File: config.mk
export PLATFORM = sky130hd
export DESIGN_NAME = cfg_port_decoder
export DESIGN_NICKNAME = d
export VERILOG_FILES = /design/src/rtl/cfg_port_pkg.sv /design/src/rtl/cfg_addr_reg.sv /design/src/rtl/port_classify.sv /design/src/rtl/cfg_port_decoder.sv
export SDC_FILE = /design/constraint.sdc
export NUM_CORES = 1
export LEC_CHECK = 0
export BUFFER_PORTS_ARGS = -buffer_cell sky130_fd_sc_hd__buf_2
export CORE_ASPECT_RATIO = 0.9
export CORE_UTILIZATION = 42
export CTS_CLUSTER_DIAMETER = 150
export CTS_CLUSTER_SIZE = 40
export DETAILED_ROUTE_END_ITERATION = 12
export MAX_ROUTING_LAYER = met4
export PLACE_DENSITY_LB_ADDON = 0.25
export SLEW_MARGIN = 15
export SYNTH_ARGS = -nofsm -noshare
export SYNTH_HDL_FRONTEND = slang
export SYNTH_SLANG_ARGS = --single-unit
export TNS_END_PERCENT = 30
File: constraint.sdc
create_clock -name clk_i -period 7.8 [get_ports clk_i]
set_input_delay 2.34 -clock clk_i [delete_from_list [all_inputs] [get_ports clk_i]]
set_output_delay 2.34 -clock clk_i [all_outputs]
set_load 0.02 [all_outputs]
File: src/rtl/cfg_port_pkg.sv
package cfg_port_pkg;
  typedef enum logic [1:0] {
    TGT_NONE = 2'd0,
    TGT_REG  = 2'd1,
    TGT_CFG  = 2'd2,
    TGT_IO   = 2'd3
  } tgt_e;
endpackage

File: src/rtl/cfg_addr_reg.sv
module cfg_addr_reg #(
  parameter int DATA_W = 32
) (
  input  logic              clk_i,
  input  logic              rst_ni,
  input  logic              we_i,
  input  logic [DATA_W-1:0] d_i,
  output logic [DATA_W-1:0] q_o
);
  always_ff @(posedge clk_i or negedge rst_ni) begin
    if (!rst_ni)   q_o <= '0;
    else if (we_i) q_o <= d_i;
  end

  p_load_r3: assert property (@(posedge clk_i) disable iff (!rst_ni)
    we_i |=> q_o == $past(d_i));
  p_hold_r8: assert property (@(posedge clk_i) disable iff (!rst_ni)
    !we_i |=> $stable(q_o));
endmodule

File: src/rtl/port_classify.sv
module port_classify #(
  parameter int          PORT_IN_W = 32,
  parameter int          PORT_W    = 16,
  parameter logic [15:0] REG_PORT  = 16'hCF8,
  parameter logic [15:0] DATA_PORT = 16'hCFC
) (
  input  logic [PORT_IN_W-1:0] port_i,
  input  logic [2:0]           size_i,
  output logic                 bad_o,
  output logic                 is_reg_o,
  output logic                 is_data_o
);
  logic [PORT_W-1:0] p;
  assign p     = port_i[PORT_W-1:0];
  assign bad_o = |port_i[PORT_IN_W-1:PORT_W];

  always_comb begin
    is_reg_o  = !bad_o && (p == REG_PORT[PORT_W-1:0]) && (size_i == 3'd4);
    is_data_o = !bad_o && (p[PORT_W-1:2] == DATA_PORT[PORT_W-1:2]);
  end
endmodule

File: src/rtl/cfg_port_decoder.sv
module cfg_port_decoder
  import cfg_port_pkg::*;
#(
  parameter int                 PORT_IN_W = 32,
  parameter int                 PORT_W    = 16,
  parameter int                 DATA_W    = 32,
  parameter int                 ADDR_W    = 40,
  parameter logic [ADDR_W-1:0]  IO_PREFIX = 40'h80_0000_0000,
  parameter logic [ADDR_W-1:0]  CFG_PREFIX = '0
) (
  input  logic                 clk_i,
  input  logic                 rst_ni,
  input  logic                 valid_i,
  input  logic [PORT_IN_W-1:0] port_i,
  input  logic [2:0]           size_i,
  input  logic                 write_i,
  input  logic [DATA_W-1:0]    wdata_i,
  output logic [1:0]           tgt_o,
  output logic [ADDR_W-1:0]    addr_o,
  output logic [DATA_W-1:0]    rdata_o,
  output logic                 unclaimed_o,
  output logic                 bad_port_o
);
  localparam int EN_BIT = DATA_W - 1;

  logic              bad, is_reg, is_data, reg_we;
  logic [DATA_W-1:0] cfg_q;

  port_classify #(.PORT_IN_W(PORT_IN_W), .PORT_W(PORT_W)) u_cls (
    .port_i   (port_i),
    .size_i   (size_i),
    .bad_o    (bad),
    .is_reg_o (is_reg),
    .is_data_o(is_data)
  );

  assign reg_we = valid_i && is_reg && write_i;

  cfg_addr_reg #(.DATA_W(DATA_W)) u_reg (
    .clk_i (clk_i),
    .rst_ni(rst_ni),
    .we_i  (reg_we),
    .d_i   (wdata_i),
    .q_o   (cfg_q)
  );

  assign rdata_o    = cfg_q;
  assign bad_port_o = valid_i && bad;

  always_comb begin
    tgt_o       = TGT_NONE;
    addr_o      = '0;
    unclaimed_o = 1'b0;
    if (valid_i && !bad) begin
      if (is_reg) begin
        tgt_o = TGT_REG;
      end else if (is_data) begin
        if (cfg_q[EN_BIT]) begin
          tgt_o  = TGT_CFG;
          addr_o = CFG_PREFIX | ADDR_W'({cfg_q[EN_BIT-1:2], port_i[1:0]});
        end else begin
          unclaimed_o = 1'b1;
        end
      end else begin
        tgt_o  = TGT_IO;
        addr_o = IO_PREFIX | ADDR_W'(port_i[PORT_W-1:0]);
      end
    end
  end

  p_idle_r8: assert property (@(posedge clk_i) disable iff (!rst_ni)
    !valid_i |-> tgt_o == TGT_NONE && !unclaimed_o);
  p_bad_r7: assert property (@(posedge clk_i) disable iff (!rst_ni)
    bad_port_o |=> $stable(rdata_o));
  p_unclaimed_r5: assert property (@(posedge clk_i) disable iff (!rst_ni)
    unclaimed_o |-> !rdata_o[EN_BIT] && tgt_o == TGT_NONE);
  p_cfg_en_r4: assert property (@(posedge clk_i) disable iff (!rst_ni)
    tgt_o == TGT_CFG |-> rdata_o[EN_BIT]);
endmodule

-- After elaboration in Yosys (flattened, before gate mapping)
Cells that the tools add are included.
- eq/ne operators: 3
- muxes and demuxes: 12
- reduce and logical (&&, ||, !) cells: 9
- operators by type and width (kind ; number):
    2-to-1 mux 40 bit ; 3
    2-to-1 mux 31 bit ; 1
    == test 16 x 12 -> 1 bit, second input constant ; 1
    OR reduction 16 bit ; 1
    == test 14 x 10 -> 1 bit, second input constant ; 1
    2-to-1 mux 2 bit ; 4
    logical AND 1 bit ; 7
    2-to-1 mux 1 bit ; 4
    == test 3 bit, second input constant ; 1
    logical NOT 1 bit ; 1
- bits in registers: 32
- input bits: 71
- word-level logic and storage cells: 25

-- Depth between registers and ports, before layout
- word-level depth: 6
- gate-level depth with buffers: 6

-- By module
Synthesis repeated with hierarchy kept, for this count alone.
- cell total of the unflattened synthesis: 150
- area total of the unflattened synthesis: 1983.2 um2
- modules (own cells, without submodules) (module ; instances ; cells an instance ; area an instance (um2) ; sequential area each (um2)):
    cfg_addr_reg ; 1 ; 68 ; 1345.0 ; 800.8
    cfg_port_decoder ; 1 ; 67 ; 484.2 ; 0.0
    port_classify ; 1 ; 15 ; 153.9 ; 0.0

-- Worst setup path before layout
Ideal clock, no wire load.
- path kind: input-to-output
- from: in port_i[14]
- to: out addr_o[0]
- arrival: 3.848 ns
- data required time: 5.460 ns
- slack: 1.612 ns
- cell stages on the path: 5
- buffers on the path: 1
- cell sequence: and4bb_2 -> and4_1 -> clkbuf_1 -> a211oi_1 -> and2_1
- longest elaborated chain between the ends: 5
- RTL lines (what ; line ; RTL):
    from (decl) ; cfg_port_decoder.sv:14 ; input logic [PORT_IN_W-1:0] port_i,
    == test 14 x 10 -> 1 bit / == test 16 x 12 -> 1 bit (equally long branches) ; port_classify.sv:19, port_classify.sv:18 ;
    logical AND 1 bit (on tied branches) ; port_classify.sv:19, port_classify.sv:18 ;
    2-to-1 mux 40 bit / logical AND 1 bit (equally long branches) ; cfg_port_decoder.sv:57, port_classify.sv:18 ;
    2-to-1 mux 40 bit (*) ; cfg_port_decoder.sv:55 ; if (is_reg) begin
    2-to-1 mux 40 bit (*) ; cfg_port_decoder.sv:54 ; if (valid_i && !bad) begin
    to (decl) ; cfg_port_decoder.sv:19 ; output logic [ADDR_W-1:0] addr_o,
Every way passes the cells marked *; elsewhere a longest branch is shown, timed or not.

-- Worst setup path in the final report
- from: in port_i[21]
- to: out addr_o[26]
- longest elaborated chain between the ends: 6
- RTL lines (what ; line ; RTL):
    OR reduction 16 bit (*) ; port_classify.sv:15 ; assign bad_o = |port_i[PORT_IN_W-1:PORT_W];
    logical NOT 1 bit (*) ; port_classify.sv:18, port_classify.sv:19, cfg_port_decoder.sv:54 ;
    logical AND 1 bit (on tied branches) ; port_classify.sv:19, port_classify.sv:18 ;
    2-to-1 mux 40 bit / logical AND 1 bit (equally long branches) ; cfg_port_decoder.sv:57, port_classify.sv:18 ;
    2-to-1 mux 40 bit ; cfg_port_decoder.sv:55 ;
    2-to-1 mux 40 bit (*) ; cfg_port_decoder.sv:54 ;
Marked as above.

==> summary.txt <==
Run status
  • Status: complete, but fails checks
  • Failing checks: design-rule violations

Routing
  • Metal1 wirelength: about 2000 microns
  • Met2 WL: 2640 microns
  • Drt wl/cell: approximately 15 microns
  • Met3 WL: 381 microns
  • Post-DRT Antenna Nets: 0
  • Drt first pass iters: 9
  • Vias: roughly 1800
  • DR iter-0 viols: 139
  • Number of vias per cell: between 5 and 6
  • Post-Route WL: approximately 5100 microns
  • DR top layer: met4
  • Remaining DRCs: 22

Flow run
  • Max-Cap Viols: 0

Die
  • Row count: 22
  • Initial Utilization: 43.6%
  • Core Box Area: between 4000 and 5000 sq um
  • Die Ht: 63.7 microns
  • Die area: about 4500 sq um
  • Width of the die: slightly above 70 microns
  • Ports: approximately 150

Synthesis
  • Syn avg cell area: around 11 sq um
  • Top FF cell, synth: dfrtp_1
  • Synth Warn #: 0
  • Sequential-to-total area share from yosys stat: approximately 45%
  • Top-area cell type share of the netlist area: between 40% and 50%
  • Post-synth EDFFs: 0
  • Most frequent cell after synthesis: dfrtp_1
  • Post-Syn Area: approximately 1800 sq um
  • Yosys cell types: 30
  • Area contributors post-synth: dfrtp_1 45%, mux2_2 20%, and3_1 5.3%, buf_4 3.4%, a21oi_1 2.5%
  • Synth Register Bits: 32
  • Dominant cell type by area after synthesis: dfrtp_1
  • Syn Inst Count: 166
  • Asr flop ratio synth: 100%
  • Post-synth top cells: 32 x dfrtp_1, 31 x mux2_2, 15 x and3_1

Final layout
  • Fin area: between 2000 and 3000 sq um
  • Non-filler cells, final: 348
  • Max reg flops: 32
  • Top Registers: u_reg.q_o (32)
  • Nets: 371
  • Antenna Cells: 0
  • Fill count: ~390
  • Share of layout cells above drive strength 1: about 60%
  • Top reg by flops: u_reg.q_o
  • Area Overhead vs Synth: 42.5%

Place
  • I/O Buffers: 138
  • Detailed placement HPWL: between 3000 and 4000 microns
  • Dpl cell area: 2440 sq um
  • GP Congestion: around 0.80
  • Placed cells: approximately 340

Clocking
  • Resized cells post-CTS: 0
  • TritonCTS Sinks: 32
  • Hold Buf Count CTS: 0
  • TritonCTS Buffers: 5
  • CTS Root Cell: clkbuf_8
  • TritonCTS clock tree: done
  • Worst-skew pair later-pin latency: approximately 0.27 ns
  • Clk pin slew, worst setup/hold paths: around 0.06 ns
  • Clock buffer depth: 2
  • Setup bufs post-CTS: 0
  • # H-tree levels: 2

GRT
  • Grt ovf: 0
  • Global-route wire length before repair: ~7700 microns
  • Vias in the first global route: between 1500 and 2000
  • Largest net degree at the start of global routing: 33
  • Antenna violations before repair: 0
  • GR Util All Layers: a little under a quarter

Timing
  • Fin crit share: between 80% and 90%
  • Worst-Margin Slew: 0.847 ns
  • Final Hold Viols: 0
  • Setup Skew: 0 ns
  • RSZ-0062 raised after global routing: false
  • Max Clock Freq: ~0.15 GHz
  • Max Slew Vio Count: 0
  • Setup TNS Final: 0 ns
  • Final setup vio count: 0
  • Relative slew margins: 43.3%
  • Tmin final: around 6.5 ns

Setup path
  • Largest stage delay on the critical path: 0.74 ns
  • Worst Setup End Kind: output port
  • R2r setup slk: between 6 and 7 ns
  • CP max stage cell: nor2_1
  • Nature of the critical path startpoint: input port
  • Worst setup path class: in -> out
  • Crit-path most repeated cell: buf_2
  • Cell-by-cell trace of the critical path: buf_2 > nor4_1 > nand4_1 > nor2_1 > and3_1 > buf_2
  • Worst Path Max Fanout: 15
  • Arrival time worst endpoint: 4.20 ns
  • WP data required: about 5.5 ns

Power
  • PwrDens: approximately 130 nW/um^2
  • Max VDD drop: between 0.1 and 0.15 mV
  • Leakage power: ~1.6 nW

Min path
  • HP Class: reg -> reg
kinds of logic (layout without fill, tap and decap cells):
group                  Yosys count  in the layout  synth area share (%)
buffers and inverters           22            149                  7.67
other                            1              8                 0.211
AND/OR/NAND/NOR                 54             54                  18.9
flip-flops                      32             32                  45.0
multiplexers                    32             32                  20.3
AO/OA/AOI/OAI                   25             25                  7.95
critical path: cells and delay by family:
| kind | cells | cell delay [ns] |
|---|---|---|
| and+or+nand+nor | 4 | 1.60 |
| buffers and inverters | 2 | 0.25 |
final timing paths:
check / from / end / depth (start not counted)
max: port_i[21] / addr_o[26] / 6
min: u_reg.q_o[1] / u_reg.q_o[1] / 1
max reg2reg: u_reg.q_o[31] / u_reg.q_o[31] / 1
min reg2reg: u_reg.q_o[1] / u_reg.q_o[1] / 1
max in group asynchronous: rst_ni / u_reg.q_o[30] / 1
min in group asynchronous: rst_ni / u_reg.q_o[29] / 1
final cells by class:
cell class                 instances  area (sq um)  share of cell area [%]
clock buffer                       7          96.3                    3.80
inverter                           3          11.3                   0.444
multi-input combinational        119           867                    34.2
sequential                        32           801                    31.6
tap                               48          60.1                    2.37
timing repair buffer             139           698                    27.6
layout by cell type, fill, tap and decap left out, types with 2 or more instances in the layout:
cell        n
o21ai_0     7
mux2_2     31
clkbuf_8    7
and4_1      2
buf_2     138
nor2_1      9
inv_1       3
a21oi_1     9
dfrtp_1    32
conb_1      8
and2_1      4
nand4_1     3
nor4_1      4
nor3_1      2
nand3_1     7
a31oi_1     7
and3_1     15
power breakdown:
part / total [W] / internal (W) / leakage [nW] / switching, W
logic: 0.0000309 / 0.0000149 / 1.06 / 0.0000160
registers: 0.000166 / 0.000166 / 0.447 / 0.0000000000000680
clock network: 0.000133 / 0.0000784 / 0.0503 / 0.0000546
per-stage QoR:
step           setup slack, ns  hold slack (ns)  utilization (%)  power (W)
6_report                  1.26            0.513             62.2   0.000330
5_1_grt                   1.14            0.538             62.2   0.000346
4_1_cts                   1.22            0.520             62.2   0.000334
3_5_place_dp              1.22            0.506             59.8   0.000200
3_3_place_gp              1.27            0.493             59.8   0.000200
2_1_floorplan             1.61            0.628                -   0.000181
metal layers:
| layer | track usage, % | vias up |
|---|---|---|
| li1 | - | 859 |
| met5 | - | - |
| met2 | 40.9 | 100 |
| met1 | 25.6 | 848 |
| met4 | 5.50 | 0 |
| met3 | 6.40 | 9 |
Note: power is estimated with default switching activity, not from simulation.
